[config.mk]
export PLATFORM = sky130hd
export DESIGN_NAME = thermo_mon
export DESIGN_NICKNAME = d
export VERILOG_FILES = /design/src/rtl/thermo_pkg.sv /design/src/rtl/thermo_chan.sv /design/src/rtl/thermo_seq.sv /design/src/rtl/thermo_regs.sv /design/src/rtl/thermo_mon.sv
export SDC_FILE = /design/constraint.sdc
export NUM_CORES = 1
export LEC_CHECK = 0
export ABC_AREA = 1
export ABC_CLOCK_PERIOD_IN_PS = 2600
export BUFFER_PORTS_ARGS = -buffer_cell sky130_fd_sc_hd__buf_2
export CORE_MARGIN = 8
export CORE_UTILIZATION = 40
export CTS_BUF_LIST = sky130_fd_sc_hd__clkbuf_8 sky130_fd_sc_hd__clkbuf_16
export CTS_CLUSTER_DIAMETER = 100
export DETAILED_ROUTE_END_ITERATION = 7
export PLACE_DENSITY_LB_ADDON = 0.05
export SLEW_MARGIN = 10
export SYNTH_ARGS = -nofsm -noshare
export SYNTH_HDL_FRONTEND = slang
export SYNTH_SLANG_ARGS = --single-unit
[constraint.sdc]
create_clock -name clk -period 2.6 [get_ports clk]
set_input_delay 0.13 -clock clk [delete_from_list [all_inputs] [get_ports clk]]
set_output_delay 0.13 -clock clk [all_outputs]
set_load 0.01 [all_outputs]
[src/rtl/thermo_pkg.sv]
package thermo_pkg;

    typedef enum logic {
        SQ_WAIT = 1'b0,
        SQ_CONV = 1'b1
    } seq_state_e;

    localparam int A_USER  = 'h00;
    localparam int A_AUTO  = 'h04;
    localparam int A_ENAB  = 'h08;
    localparam int A_PEND  = 'h0C;
    localparam int A_DATA  = 'h20;
    localparam int A_ACMP  = 'h30;
    localparam int A_SCMP  = 'h40;
    localparam int A_ADEB  = 'h60;
    localparam int A_SDEB  = 'h64;
    localparam int A_PNORM = 'h68;
    localparam int A_PHOT  = 'h6C;

    localparam int SRC_LSB  = 4;
    localparam int POL_BIT  = 8;
    localparam int GPIO_LSB = 4;
    localparam int RST_LSB  = 8;

endpackage

[src/rtl/thermo_chan.sv]
module thermo_chan #(
    parameter int CW  = 12,
    parameter int DBW = 8
) (
    input  logic           clk,
    input  logic           rst_n,
    input  logic           smp_vld,
    input  logic [CW-1:0]  smp_code,
    input  logic [CW-1:0]  alm_cmp,
    input  logic [CW-1:0]  sht_cmp,
    input  logic [DBW-1:0] alm_deb,
    input  logic [DBW-1:0] sht_deb,
    output logic           alm_hit,
    output logic           sht_latch,
    output logic           hot
);

    typedef struct packed {
        logic [DBW-1:0] acnt;
        logic [DBW-1:0] scnt;
        logic           latch;
        logic           hot;
    } chan_st_t;

    chan_st_t st_q, st_d;
    logic alm_over, sht_over;
    logic [DBW-1:0] acnt_nx, scnt_nx;

    always_comb begin
        st_d     = st_q;
        alm_hit  = 1'b0;
        alm_over = (smp_code <= alm_cmp);
        sht_over = (smp_code <= sht_cmp);
        acnt_nx  = alm_over ? ((st_q.acnt == '1) ? st_q.acnt : st_q.acnt + 1'b1) : '0;
        scnt_nx  = sht_over ? ((st_q.scnt == '1) ? st_q.scnt : st_q.scnt + 1'b1) : '0;
        if (smp_vld) begin
            st_d.acnt = acnt_nx;
            st_d.scnt = scnt_nx;
            st_d.hot  = alm_over | sht_over;
            alm_hit   = alm_over && (acnt_nx >= alm_deb);
            if (sht_over && (scnt_nx >= sht_deb)) begin
                st_d.latch = 1'b1;
            end
        end
    end

    always_ff @(posedge clk or negedge rst_n) begin
        if (!rst_n) begin
            st_q <= '0;
        end else begin
            st_q <= st_d;
        end
    end

    assign sht_latch = st_q.latch;
    assign hot       = st_q.hot;

    // a latched shutdown never releases before reset
    assert_latch_holds_R8: assert property (@(posedge clk) disable iff (!rst_n)
        st_q.latch |=> st_q.latch);

    // a sample above the alarm threshold restarts the run
    assert_run_restarts_R6: assert property (@(posedge clk) disable iff (!rst_n)
        (smp_vld && (smp_code > alm_cmp)) |=> (st_q.acnt == '0));

endmodule

[src/rtl/thermo_seq.sv]
module thermo_seq
    import thermo_pkg::*;
#(
    parameter int NCH  = 3,
    parameter int CHW  = 2,
    parameter int PW   = 16,
    parameter int RSVD = 0
) (
    input  logic           clk,
    input  logic           rst_n,
    input  logic           auto_en,
    input  logic [NCH-1:0] src_en,
    input  logic           hot,
    input  logic [PW-1:0]  per_norm,
    input  logic [PW-1:0]  per_hot,
    input  logic           usr_start,
    input  logic [CHW-1:0] usr_chan,
    input  logic           adc_done,
    output logic           adc_start,
    output logic [CHW-1:0] adc_chan,
    output logic           smp_vld,
    output logic [CHW-1:0] smp_chan
);

    typedef struct packed {
        seq_state_e     st;
        logic [PW-1:0]  cnt;
        logic [CHW-1:0] cur;
    } seq_st_t;

    seq_st_t st_q, st_d;
    logic [PW-1:0]  per_sel;
    logic [CHW-1:0] first_ch, next_ch;
    logic           first_ok, next_ok;

    always_comb begin
        first_ok = 1'b0;
        first_ch = '0;
        next_ok  = 1'b0;
        next_ch  = '0;
        for (int i = NCH - 1; i >= 0; i--) begin
            if (src_en[i]) begin
                first_ok = 1'b1;
                first_ch = CHW'(i);
                if (i > int'(st_q.cur)) begin
                    next_ok = 1'b1;
                    next_ch = CHW'(i);
                end
            end
        end
    end

    assign per_sel = hot ? per_hot : per_norm;

    always_comb begin
        st_d    = st_q;
        smp_vld = 1'b0;
        if (!auto_en) begin
            st_d.st  = SQ_WAIT;
            st_d.cnt = '0;
        end else begin
            case (st_q.st)
                SQ_WAIT: begin
                    if (st_q.cnt >= per_sel) begin
                        st_d.cnt = '0;
                        if (first_ok) begin
                            st_d.st  = SQ_CONV;
                            st_d.cur = first_ch;
                        end
                    end else begin
                        st_d.cnt = st_q.cnt + 1'b1;
                    end
                end
                SQ_CONV: begin
                    if (adc_done) begin
                        smp_vld = 1'b1;
                        if (next_ok) begin
                            st_d.cur = next_ch;
                        end else begin
                            st_d.st  = SQ_WAIT;
                            st_d.cnt = '0;
                        end
                    end
                end
                default: st_d.st = SQ_WAIT;
            endcase
        end
    end

    always_ff @(posedge clk or negedge rst_n) begin
        if (!rst_n) begin
            st_q <= '{st: SQ_WAIT, cnt: '0, cur: '0};
        end else begin
            st_q <= st_d;
        end
    end

    assign adc_start = auto_en ? (st_q.st == SQ_CONV) : usr_start;
    assign adc_chan  = auto_en ? st_q.cur : usr_chan;
    assign smp_chan  = st_q.cur;

    // the reserved channel is never requested by the poller
    assert_no_rsvd_R10: assert property (@(posedge clk) disable iff (!rst_n)
        (auto_en && adc_start) |-> (adc_chan != CHW'(RSVD)));

    // request and channel hold until the conversion completes
    assert_req_hold_R3: assert property (@(posedge clk) disable iff (!rst_n)
        (auto_en && adc_start && !adc_done) |=> (!auto_en || (adc_start && $stable(adc_chan))));

    // within a scan the channel index only increases
    assert_ascending_R3: assert property (@(posedge clk) disable iff (!rst_n)
        (auto_en && adc_start && adc_done) |=> (!auto_en || !adc_start || (adc_chan > $past(adc_chan))));

endmodule

[src/rtl/thermo_regs.sv]
module thermo_regs
    import thermo_pkg::*;
#(
    parameter int NCH  = 3,
    parameter int CHW  = 2,
    parameter int CW   = 12,
    parameter int DBW  = 8,
    parameter int DW   = 16,
    parameter int AW   = 8,
    parameter int RSVD = 0
) (
    input  logic                    clk,
    input  logic                    rst_n,
    input  logic [AW-1:0]           bus_addr,
    input  logic                    bus_wr,
    input  logic [DW-1:0]           bus_wdata,
    output logic [DW-1:0]           bus_rdata,
    input  logic                    st_vld,
    input  logic [CHW-1:0]          st_chan,
    input  logic [CW-1:0]           st_code,
    input  logic [NCH-1:0]          alm_hit,
    output logic                    usr_start,
    output logic [CHW-1:0]          usr_chan,
    output logic                    auto_en,
    output logic [NCH-1:0]          src_en,
    output logic                    shut_pol,
    output logic [NCH-1:0]          irq_en,
    output logic [NCH-1:0]          gpio_rt,
    output logic [NCH-1:0]          rst_rt,
    output logic [NCH-1:0]          pend,
    output logic [NCH-1:0][CW-1:0]  alm_cmp,
    output logic [NCH-1:0][CW-1:0]  sht_cmp,
    output logic [DBW-1:0]          alm_deb,
    output logic [DBW-1:0]          sht_deb,
    output logic [DW-1:0]           per_norm,
    output logic [DW-1:0]           per_hot
);

    typedef struct packed {
        logic                   ustart;
        logic [CHW-1:0]         uchan;
        logic                   auto_en;
        logic [NCH-1:0]         src;
        logic                   pol;
        logic [NCH-1:0]         irq_en;
        logic [NCH-1:0]         gpio;
        logic [NCH-1:0]         rst;
        logic [NCH-1:0]         pend;
        logic [NCH-1:0][CW-1:0] data;
        logic [NCH-1:0][CW-1:0] acmp;
        logic [NCH-1:0][CW-1:0] scmp;
        logic [DBW-1:0]         adeb;
        logic [DBW-1:0]         sdeb;
        logic [DW-1:0]          pnorm;
        logic [DW-1:0]          phot;
    } reg_st_t;

    reg_st_t st_q, st_d;
    logic [NCH-1:0] clr;

    function automatic logic hit_addr(input logic [AW-1:0] a, input int off);
        return a == AW'(off);
    endfunction

    always_comb begin
        st_d = st_q;
        clr  = '0;
        if (bus_wr) begin
            if (hit_addr(bus_addr, A_USER)) begin
                st_d.ustart = bus_wdata[0];
                st_d.uchan  = bus_wdata[SRC_LSB +: CHW];
            end
            if (hit_addr(bus_addr, A_AUTO)) begin
                st_d.auto_en = bus_wdata[0];
                st_d.pol     = bus_wdata[POL_BIT];
                for (int i = 0; i < NCH; i++) begin
                    st_d.src[i] = (i == RSVD) ? 1'b0 : bus_wdata[SRC_LSB + i];
                end
            end
            if (hit_addr(bus_addr, A_ENAB)) begin
                st_d.irq_en = bus_wdata[0 +: NCH];
                st_d.gpio   = bus_wdata[GPIO_LSB +: NCH];
                st_d.rst    = bus_wdata[RST_LSB +: NCH];
            end
            if (hit_addr(bus_addr, A_PEND)) begin
                clr = bus_wdata[0 +: NCH];
            end
            for (int i = 0; i < NCH; i++) begin
                if (hit_addr(bus_addr, A_ACMP + 4 * i)) st_d.acmp[i] = bus_wdata[CW-1:0];
                if (hit_addr(bus_addr, A_SCMP + 4 * i)) st_d.scmp[i] = bus_wdata[CW-1:0];
            end
            if (hit_addr(bus_addr, A_ADEB))  st_d.adeb  = bus_wdata[DBW-1:0];
            if (hit_addr(bus_addr, A_SDEB))  st_d.sdeb  = bus_wdata[DBW-1:0];
            if (hit_addr(bus_addr, A_PNORM)) st_d.pnorm = bus_wdata;
            if (hit_addr(bus_addr, A_PHOT))  st_d.phot  = bus_wdata;
        end
        st_d.pend = (st_q.pend & ~clr) | alm_hit;
        for (int i = 0; i < NCH; i++) begin
            if (st_vld && (st_chan == CHW'(i))) begin
                st_d.data[i] = st_code;
            end
        end
    end

    always_ff @(posedge clk or negedge rst_n) begin
        if (!rst_n) begin
            st_q <= '0;
        end else begin
            st_q <= st_d;
        end
    end

    always_comb begin
        bus_rdata = '0;
        if (hit_addr(bus_addr, A_USER)) begin
            bus_rdata[0]             = st_q.ustart;
            bus_rdata[SRC_LSB +: CHW] = st_q.uchan;
        end
        if (hit_addr(bus_addr, A_AUTO)) begin
            bus_rdata[0]              = st_q.auto_en;
            bus_rdata[SRC_LSB +: NCH] = st_q.src;
            bus_rdata[POL_BIT]        = st_q.pol;
        end
        if (hit_addr(bus_addr, A_ENAB)) begin
            bus_rdata[0 +: NCH]        = st_q.irq_en;
            bus_rdata[GPIO_LSB +: NCH] = st_q.gpio;
            bus_rdata[RST_LSB +: NCH]  = st_q.rst;
        end
        if (hit_addr(bus_addr, A_PEND)) bus_rdata[0 +: NCH] = st_q.pend;
        for (int i = 0; i < NCH; i++) begin
            if (hit_addr(bus_addr, A_DATA + 4 * i)) bus_rdata[CW-1:0] = st_q.data[i];
            if (hit_addr(bus_addr, A_ACMP + 4 * i)) bus_rdata[CW-1:0] = st_q.acmp[i];
            if (hit_addr(bus_addr, A_SCMP + 4 * i)) bus_rdata[CW-1:0] = st_q.scmp[i];
        end
        if (hit_addr(bus_addr, A_ADEB))  bus_rdata[DBW-1:0] = st_q.adeb;
        if (hit_addr(bus_addr, A_SDEB))  bus_rdata[DBW-1:0] = st_q.sdeb;
        if (hit_addr(bus_addr, A_PNORM)) bus_rdata = st_q.pnorm;
        if (hit_addr(bus_addr, A_PHOT))  bus_rdata = st_q.phot;
    end

    assign usr_start = st_q.ustart;
    assign usr_chan  = st_q.uchan;
    assign auto_en   = st_q.auto_en;
    assign src_en    = st_q.src;
    assign shut_pol  = st_q.pol;
    assign irq_en    = st_q.irq_en;
    assign gpio_rt   = st_q.gpio;
    assign rst_rt    = st_q.rst;
    assign pend      = st_q.pend;
    assign alm_cmp   = st_q.acmp;
    assign sht_cmp   = st_q.scmp;
    assign alm_deb   = st_q.adeb;
    assign sht_deb   = st_q.sdeb;
    assign per_norm  = st_q.pnorm;
    assign per_hot   = st_q.phot;

    // a write-one clear empties the bits it names unless a new hit lands
    assert_pend_clear_R7: assert property (@(posedge clk) disable iff (!rst_n)
        (bus_wr && hit_addr(bus_addr, A_PEND) && (alm_hit == '0))
        |=> ((st_q.pend & $past(bus_wdata[NCH-1:0])) == '0));

    // stored codes change only on a completed conversion
    assert_data_on_done_R11: assert property (@(posedge clk) disable iff (!rst_n)
        !st_vld |=> $stable(st_q.data));

endmodule

[src/rtl/thermo_mon.sv]
module thermo_mon #(
    parameter int NCH  = 3,
    parameter int CHW  = 2,
    parameter int CW   = 12,
    parameter int DBW  = 8,
    parameter int DW   = 16,
    parameter int AW   = 8,
    parameter int RSVD = 0
) (
    input  logic           clk,
    input  logic           rst_n,
    input  logic [AW-1:0]  bus_addr,
    input  logic           bus_wr,
    input  logic [DW-1:0]  bus_wdata,
    output logic [DW-1:0]  bus_rdata,
    output logic           adc_start,
    output logic [CHW-1:0] adc_chan,
    input  logic           adc_done,
    input  logic [CW-1:0]  adc_code,
    output logic           irq,
    output logic           shut_rst,
    output logic           shut_gpio
);

    logic                   usr_start, auto_en, shut_pol, hot_any;
    logic [CHW-1:0]         usr_chan, smp_chan;
    logic [NCH-1:0]         src_en, irq_en, gpio_rt, rst_rt, pend;
    logic [NCH-1:0]         alm_hit, sht_latch, hot;
    logic [NCH-1:0][CW-1:0] alm_cmp, sht_cmp;
    logic [DBW-1:0]         alm_deb, sht_deb;
    logic [DW-1:0]          per_norm, per_hot;
    logic                   smp_vld, st_vld;
    logic                   gpio_act, rst_act;

    thermo_regs #(
        .NCH(NCH), .CHW(CHW), .CW(CW), .DBW(DBW), .DW(DW), .AW(AW), .RSVD(RSVD)
    ) u_regs (
        .clk(clk), .rst_n(rst_n),
        .bus_addr(bus_addr), .bus_wr(bus_wr), .bus_wdata(bus_wdata), .bus_rdata(bus_rdata),
        .st_vld(st_vld), .st_chan(adc_chan), .st_code(adc_code), .alm_hit(alm_hit),
        .usr_start(usr_start), .usr_chan(usr_chan), .auto_en(auto_en), .src_en(src_en),
        .shut_pol(shut_pol), .irq_en(irq_en), .gpio_rt(gpio_rt), .rst_rt(rst_rt),
        .pend(pend), .alm_cmp(alm_cmp), .sht_cmp(sht_cmp), .alm_deb(alm_deb),
        .sht_deb(sht_deb), .per_norm(per_norm), .per_hot(per_hot)
    );

    assign hot_any = |(hot & src_en);

    thermo_seq #(
        .NCH(NCH), .CHW(CHW), .PW(DW), .RSVD(RSVD)
    ) u_seq (
        .clk(clk), .rst_n(rst_n), .auto_en(auto_en), .src_en(src_en), .hot(hot_any),
        .per_norm(per_norm), .per_hot(per_hot), .usr_start(usr_start), .usr_chan(usr_chan),
        .adc_done(adc_done), .adc_start(adc_start), .adc_chan(adc_chan),
        .smp_vld(smp_vld), .smp_chan(smp_chan)
    );

    assign st_vld = auto_en ? smp_vld : (adc_done && adc_start);

    for (genvar g = 0; g < NCH; g++) begin : g_chan
        thermo_chan #(.CW(CW), .DBW(DBW)) u_chan (
            .clk(clk), .rst_n(rst_n),
            .smp_vld(smp_vld && (smp_chan == CHW'(g))),
            .smp_code(adc_code), .alm_cmp(alm_cmp[g]), .sht_cmp(sht_cmp[g]),
            .alm_deb(alm_deb), .sht_deb(sht_deb),
            .alm_hit(alm_hit[g]), .sht_latch(sht_latch[g]), .hot(hot[g])
        );
    end

    assign irq       = |(pend & irq_en);
    assign gpio_act  = |(sht_latch & gpio_rt);
    assign rst_act   = |(sht_latch & rst_rt);
    assign shut_gpio = shut_pol ? gpio_act : ~gpio_act;
    assign shut_rst  = shut_pol ? rst_act : ~rst_act;

endmodule

==> results.md, run 1 <==
- **maximum number of pins on one net before global-route repair** 67
- **first-pass iteration count of the detailed router** 6
- **Port Buffers** 61
- **clock period minus worst slack** 2.816 ns
- **global-route usage over all layers** 0.2343
- **CTS buffer count** 35
- **Setup crit start kind** flop
- **global-route wire length before repair** 81300 um
- **post-detailed-route count of antenna-violating nets** 0
- **complex-gate fraction of the synthesized area** 0.1496
- **Slew headroom** 0.4650
- **leakage power** 9.451 nW
- **type of the worst min-delay path** primary input to flop
- **Setup Viol. Count Final** 3
- **clock-pin slew reported for the worst setup and hold paths after clock tree synthesis** 0.06 ns
- **max cap viols** 0
- **die outline area** 45240 sq um
- **Synth top cells by count** sky130_fd_sc_hd__nand2_1, sky130_fd_sc_hd__o21ai_0, sky130_fd_sc_hd__inv_1
- **critical path endpoint category** flop
- **post-synthesis cell type count** 49
- **worst-case setup slack after placement** -0.3381 ns
- **wire length reported by the detailed router** 53170 um
- **Synthesized Nets** 2189
- **htree depth** 2
- **Yosys top cell by area** sky130_fd_sc_hd__dfrtp_1
- **average via count per standard cell** 5.168
- **Routability Congestion** 0.8979
- **Slew Limit Fails** 0
- **clock root cell** sky130_fd_sc_hd__clkbuf_16
- **share of synthesized cell area in and, or, nand and nor gates** 0.2335
- **Clock Path Buffers** 3
- **most frequent cell after synthesis** sky130_fd_sc_hd__nand2_1
- **Starting Density** 0.4024
- **detailed router's first-iteration violation count** 1005
- **Arr. time, crit path** 3.24 ns
- **xor-xnor portion of the synthesized cell area** 0.01415
- **half-perimeter wire length of the detailed placement result** 38130 um
- **share of the core filled with cells** 0.5343
- **HP Start** bus_wdata[11]
- **adder and majority cell fraction of the synthesized area** 0.1156
- **final clock period utilization by the worst path** 1.083
- **main combinational cell family by area after synthesis** simple AND/OR/NAND/NOR gates
- **power after layout** 10.84 mW
- **core region area** 38470 sq um
- **leftover overflow at the end of global routing** 0
- **total count of hold-check failures in the final report** 0
- **predominant post-synthesis flop cell** sky130_fd_sc_hd__dfrtp_1
- **antenna violations before repair** 0
- **Power Dens Cells** 527.2 nW/um^2
- **filler cell count** 3714
- **CTS sink cnt** 247
- **number of synthesis warnings** 0
- **Seq cells post-synth** 247
- **clock latency of the later-clocked register in the worst-skew pair** 0.54 ns
- **final hold slack** 0.1204 ns
- **category of the most critical setup path** flop to flop
- **multiplexer fraction of the synthesized cell area** 0.007922
- **Die Span Y** 212.7 um
- **final net count** 2453
- **proportion of netlist area held by the largest area contributor** 0.3994
- **summed area of non-filler cells in the final layout** 20550 sq um
- **average wire per cell in the routed design** 18.90 um
- **post-layout worst setup margin** -0.2162 ns
- **Fmax achieved** 0.3551 GHz
- **Netlist Area Pre-Place** 15480 sq um
- **post-synthesis instance total** 2006
- **IO Count** 62
- **average size of a mapped cell** 7.716 sq um
- **worst reg2reg startpoint** u_regs.alm_cmp[25]
- **setup skew after layout** 0.01235 ns
- **biggest fanout along the worst timing path** 6
- **sequential area share after synthesis** 0.3994
- **synth-to-layout area growth** 32.78%
- **worst slew pin tran** 0.8006 ns
- **vias in the first global route** 14010
- **Site Rows** 72
- **maximum VDD drop** 0.0004807 V
- **violations in the final reports** negative setup slack
- **vias after detailed routing** 14540
- **unrepaired setup endpoints after global routing** yes
- **Placed Cells** 2709
- **fraction of registers with async set or reset after synthesis** 1.000
- **largest cells by area after synthesis** sky130_fd_sc_hd__dfrtp_1, sky130_fd_sc_hd__nand2_1, sky130_fd_sc_hd__ha_1, sky130_fd_sc_hd__o21ai_0, sky130_fd_sc_hd__inv_1
- **origin of the worst setup path** u_regs.alm_cmp[25]
- **number of remaining DRC errors** 0
- **horizontal die dimension** 212.7 um
- **EDFF count, synth** 0
- **total negative setup slack** -0.5147 ns
- **endpoint required time on the critical path** 3.02 ns
- **share of final-layout standard cells stronger than drive strength 1** 0.2607
- **placement-stage cell area** 17660 sq um
- **status** finished with violations
- **clock tree from TritonCTS** yes
- **non-filler instance count after layout** 2813
critical path, stage by stage, from the launching register on:
cell and delay, ns:
sky130_fd_sc_hd__dfrtp_1 0.38, sky130_fd_sc_hd__inv_2 0.08, sky130_fd_sc_hd__ha_4 0.19, sky130_fd_sc_hd__inv_2 0.05
sky130_fd_sc_hd__nor2_2 0.03, sky130_fd_sc_hd__nor2_1 0.10, sky130_fd_sc_hd__o21ai_1 0.09, sky130_fd_sc_hd__nand3_1 0.10
sky130_fd_sc_hd__o2111ai_2 0.11, sky130_fd_sc_hd__nand2_1 0.11, sky130_fd_sc_hd__buf_6 0.14, sky130_fd_sc_hd__clkinvlp_4 0.18
sky130_fd_sc_hd__a21oi_2 0.18, sky130_fd_sc_hd__ha_1 0.27, sky130_fd_sc_hd__a21oi_2 0.14, sky130_fd_sc_hd__o21ai_1 0.07
sky130_fd_sc_hd__nand2_1 0.07, sky130_fd_sc_hd__o2111ai_2 0.11, sky130_fd_sc_hd__a32o_1 0.26
routing by layer:
metal,global-route usage,share of wire
met5,0,0
met4,0.06711,0.022
met3,0.03890,0.056
met2,0.3648,0.45
met1,0.3319,0.47
path summary, 6_finish.rpt:
kind | end | slack, ns | cells after the start
max | u_regs.pend[2] | -0.22 | 18
min | u_regs.per_hot[11] | 0.12 | 3
max reg2reg | u_regs.pend[2] | -0.22 | 18
min reg2reg | u_regs.per_hot[12] | 0.48 | 2
max in group asynchronous | u_regs.sht_cmp[28] | 1.61 | 3
min in group asynchronous | u_regs.alm_cmp[7] | 0.17 | 2
layout make-up:
type,count,area [sq um],area share
multi-input cells,1440,9341,0.4546
repair buffers,285,2198,0.1070
inverters,261,1020,0.04962
well taps,518,648.1,0.03154
flip-flops and latches,247,6182,0.3008
clock inverters,20,177.7,0.008645
clock buffers,41,980.9,0.04773
diodes,1,2.502,0.0001218
state kept, by name, summed over array words and instances (netlist names), 16 cells and up:
name                count
g_chan.u_chan.st_q     48
u_regs.alm_cmp         36
u_regs.sht_cmp         36
u_regs.st_q            36
u_seq.st_q             17
u_regs.per_hot         16
u_regs.per_norm        16
placed cells by master, fill, tap and decap left out, drive strengths merged, types with 4 or more instances in the layout:
master,count
nand3,79
nand2,539
a211oi,4
nor3b,4
ha,143
o21ai,277
dfrtp,247
inv,261
clkinvlp,4
buf,276
clkinv,13
clkbuf,41
a21oi,113
mux2i,10
dlygate4sd3,9
o2111ai,14
o22ai,5
nor4,5
nor2,117
a31oi,10
or2,5
nor3,31
nand4,43
xor2,23
power by group:
| part | internal, mW | total (mW) | switching (mW) |
|---|---|---|---|
| Clock | 2.98 | 4.87 | 1.89 |
| Combinational | 0.753 | 1.78 | 1.03 |
| Sequential | 4.04 | 4.18 | 0.148 |
cells by family after synthesis:
family,after synthesis
AND/OR/NAND/NOR,823
XOR/XNOR,25
buffers and inverters,320
multiplexers,12
flip-flops,247
adder cells (fa/ha/maj),143
AO/OA/AOI/OAI,436
what timing repair did:
item,in CTS,in global routing
endpoints found under the hold margin,75,0
pin swaps,46,86
buffers inserted,10,23
resized for setup,134,185
cloned,2,0
setup endpoints to repair,29,32
hold buffers,9,0
(Power assumes the default switching activity.)
==> run 2, diff against run 1 <==
- PLACE_DENSITY_LB_ADDON: 0.05 -> 0.3
==> run 2 against run 1 <==
Effect of this change:
- the run still ends with negative setup slack left
- register-to-register slack better by 0.06 ns
- cell area fell by 1.4%
- sequential power barely moved
- power fell by 4.7%
- non-clock buffer count down 8
- clock skew fell by 0.0025 ns
- maximum frequency grew 2.2%
- first-iteration DRC count grew 15%
- sequential share of layout area up 0.43 points
==> results.md, run 2 (same netlist as run 1, synthesis figures left out) <==
- **status** finished with violations
- **violations in the final reports** negative setup slack
- **fraction of power consumed by the clock network** 0.428, -0.021
- **post-layout worst setup margin** -0.1545 ns, +0.06176 ns
- **max cap viols** 0, unchanged
- **leakage power** 9.310 nW, -1.5%
- **part of the power in combinational logic** 0.167, +0.003
- **internal power contribution** 7.428 mW, -4.4%
- **clock root cell** sky130_fd_sc_hd__clkbuf_16
- **Most Used Layer, Global Route** met2
- **final net count** 2439, -0.57%
- **half-perimeter wire length of the detailed placement result** 36200 um, -5.0%
- **detailed router's first-iteration violation count** 1152, +15%
- **Worst Reg2Reg Path Length in Cells** 18, unchanged
- **filler cell count** 3545, -4.6%
- **endpoint required time on the critical path** 3.06 ns, +0.04 ns
- **most frequent cells in the layout** sky130_fd_sc_hd__nand2_1, sky130_fd_sc_hd__dfrtp_1, sky130_fd_sc_hd__o21ai_0
- **core region area** 38470 sq um, unchanged
- **global-route usage over all layers** 0.2151, -0.01918
- **switching power** 2.898 mW, -5.5%
- **maximum number of pins on one net before global-route repair** 79, +18%
- **Die Span Y** 212.7 um, unchanged
- **flip-flop count of the largest register, all copies and words added** 48, unchanged
- **met1 capacity usage during global routing** 0.2960, -0.03584
- **Routability Congestion** 0.9066, +0.97%
- **footprint of the multi-input gates** 9289 sq um, -0.56%
- **maximum VDD drop** 0.0005077 V, +5.6%
- **worst reg2reg startpoint** u_regs.alm_cmp[25]
- **origin of the worst setup path** u_regs.alm_cmp[25]
- **final hold slack** 0.04560 ns, -0.07484 ns
- **Most flops, register** g_chan.u_chan.st_q
- **CTS buffer count** 30, -14%
- **type of the worst min-delay path** primary input to flop
- **met3 usage** 0.03581, -0.003082
- **clock tree from TritonCTS** yes
- **htree depth** 1, -1
- **share of final-layout standard cells stronger than drive strength 1** 0.2546, -0.006071
- **Port Buffers** 61, unchanged
- **vias after detailed routing** 14790, +1.7%
- **placement-stage cell area** 17550 sq um, -0.60%
- **worst-case setup slack after placement** -0.3826 ns, -0.04445 ns
- **leftover overflow at the end of global routing** 0, unchanged
- **Slew headroom** 0.5001, +0.03517
- **average wire per cell in the routed design** 18.09 um, -4.3%
- **n_diodes** 0, -1
- **summed area of non-filler cells in the final layout** 20260 sq um, -1.4%
- **vias in the first global route** 14340, +2.3%
- **Hold Path Depth** 3, unchanged
- **clock period minus worst slack** 2.754 ns, -0.06176 ns
- **Setup Viol. Count Final** 10, +7
- **post-detailed-route count of antenna-violating nets** 0, unchanged
- **total count of hold-check failures in the final report** 0, unchanged
- **Arr. time, crit path** 3.21 ns, -0.03 ns
- **number of remaining DRC errors** 0, unchanged
- **synth-to-layout area growth** 30.90%
- **final clock period utilization by the worst path** 1.059, -0.02375
- **Fmax achieved** 0.3630 GHz, +2.2%
- **CTS sink cnt** 247, unchanged
- **worst slew pin tran** 0.7490 ns, -0.05163 ns
- **leading cell type in the layout, fill and taps excluded** sky130_fd_sc_hd__nand2_1
- **category of the most critical setup path** flop to flop
- **Site Rows** 72, unchanged
- **die outline area** 45240 sq um, unchanged
- **Setup crit start kind** flop
- **unrepaired setup endpoints after global routing** yes
- **average via count per standard cell** 5.289, +2.3%
- **IO Count** 62, unchanged
- **HP Start** adc_code[0]
- **fraction of power consumed by sequential logic** 0.405, +0.019
- **wire length reported by the detailed router** 50580 um, -4.9%
- **critical path endpoint category** flop
- **non-filler instance count after layout** 2796, -0.60%
- **Placed Cells** 2700, -0.33%
- **Power Dens Cells** 509.7 nW/um^2, -3.3%
- **global-route wire length before repair** 76980 um, -5.3%
- **setup skew after layout** 0.009881 ns, -0.002466 ns
- **clock-pin slew reported for the worst setup and hold paths after clock tree synthesis** 0.06 ns, about the same
- **met2 track utilization from global routing** 0.3430, -0.02184
- **FF+latch area** 6181 sq um, about the same
- **clock latency of the later-clocked register in the worst-skew pair** 0.58 ns, +0.04 ns
- **antenna violations before repair** 1, +1
- **power after layout** 10.33 mW, -4.7%
- **Clock Path Buffers** 3, unchanged
- **sw frac** 0.2806, -0.002454
- **Starting Density** 0.4024, unchanged
- **biggest fanout along the worst timing path** 6, unchanged
- **first-pass iteration count of the detailed router** 6, unchanged
- **horizontal die dimension** 212.7 um, unchanged
- **Slew Limit Fails** 0, unchanged
-- run 2: cell types whose count changed in the layout (fill, tap and decap cells not counted), sizes merged --
| cell | change |
|---|---|
| inv | +1 |
| clkinv | -1 |
| nand2 | -1 |
| diode | -1 |
| bufinv | +1 |
| clkbuf | -4 |
| clkinvlp | -3 |
| buf | -9 |
-- run 2: metrics by stage --
step	utilization	TNS, ns
final	0.5267	-0.3527
after global placement	0.4563	-1.181
after CTS	0.4928	-0.2532
after floorplan	-	0
after detailed placement	0.4563	-1.448
after global routing	0.5267	-2.545
-- run 2: worst max-delay path, cell delays in order (launching register included) --
cell and delay (ns):
sky130_fd_sc_hd__dfrtp_1 0.39, sky130_fd_sc_hd__inv_2 0.11, sky130_fd_sc_hd__ha_4 0.21, sky130_fd_sc_hd__inv_2 0.05, sky130_fd_sc_hd__nor2_1 0.03, sky130_fd_sc_hd__nor2_1 0.08, sky130_fd_sc_hd__o21ai_1 0.07, sky130_fd_sc_hd__nand3_1 0.09
sky130_fd_sc_hd__o2111ai_1 0.11, sky130_fd_sc_hd__nand2_1 0.10, sky130_fd_sc_hd__buf_6 0.15, sky130_fd_sc_hd__clkinvlp_4 0.21, sky130_fd_sc_hd__a21oi_1 0.24, sky130_fd_sc_hd__ha_1 0.28, sky130_fd_sc_hd__nand2_1 0.08, sky130_fd_sc_hd__nor2_1 0.05
sky130_fd_sc_hd__nand4_1 0.06, sky130_fd_sc_hd__o2111ai_1 0.10, sky130_fd_sc_hd__a32o_1 0.23
-- run 2: power by group through the flow --
stage / Clock, mW / Sequential, mW / Combinational, mW
after floorplan: 0 / 4.20 / 0.744
after global placement: 0 / 4.23 / 1.32
after detailed placement: 0 / 4.23 / 1.37
after CTS: 4.50 / 4.17 / 1.44
after global routing: 4.64 / 4.20 / 1.92
final: 4.42 / 4.18 / 1.72
-- run 2: final timing paths --
check / end / slack [ns]
setup / recovery: u_regs.pend[2] / -0.15
hold / removal: u_regs.st_q[144] / 0.05
setup reg to reg: u_regs.pend[2] / -0.15
hold reg to reg: u_regs.sht_deb[2] / 0.48
max in group asynchronous: g_chan[2].u_chan.st_q[14] / 1.65
min in group asynchronous: u_regs.alm_cmp[35] / 0.13
-- run 2: cell type report --
cell class / count / share of cell area
clock buffer: 36 / 0.04169
clock inverter: 18 / 0.009387
inverter: 261 / 0.05027
multi-input combinational: 1439 / 0.4585
sequential: 247 / 0.3051
tap: 518 / 0.03199
timing repair buffer: 277 / 0.1031
-- run 2: per-layer routing --
layer / routed length, um / up-vias
li1: - / 7153
met1: 22550 / 7067
met2: 23130 / 464
met3: 3382 / 101
met4: 1510 / 2
met5: 13 / -
-- run 2: what timing repair did --
item / in CTS / in global routing
pin swaps: 12 / 77
resized for setup: 66 / 240
hold buffers: 9 / 0
buffers inserted: 4 / 29
endpoints found under the hold margin: 83 / 0
gates cloned: 0 / 1
endpoints found under the setup margin: 14 / 31
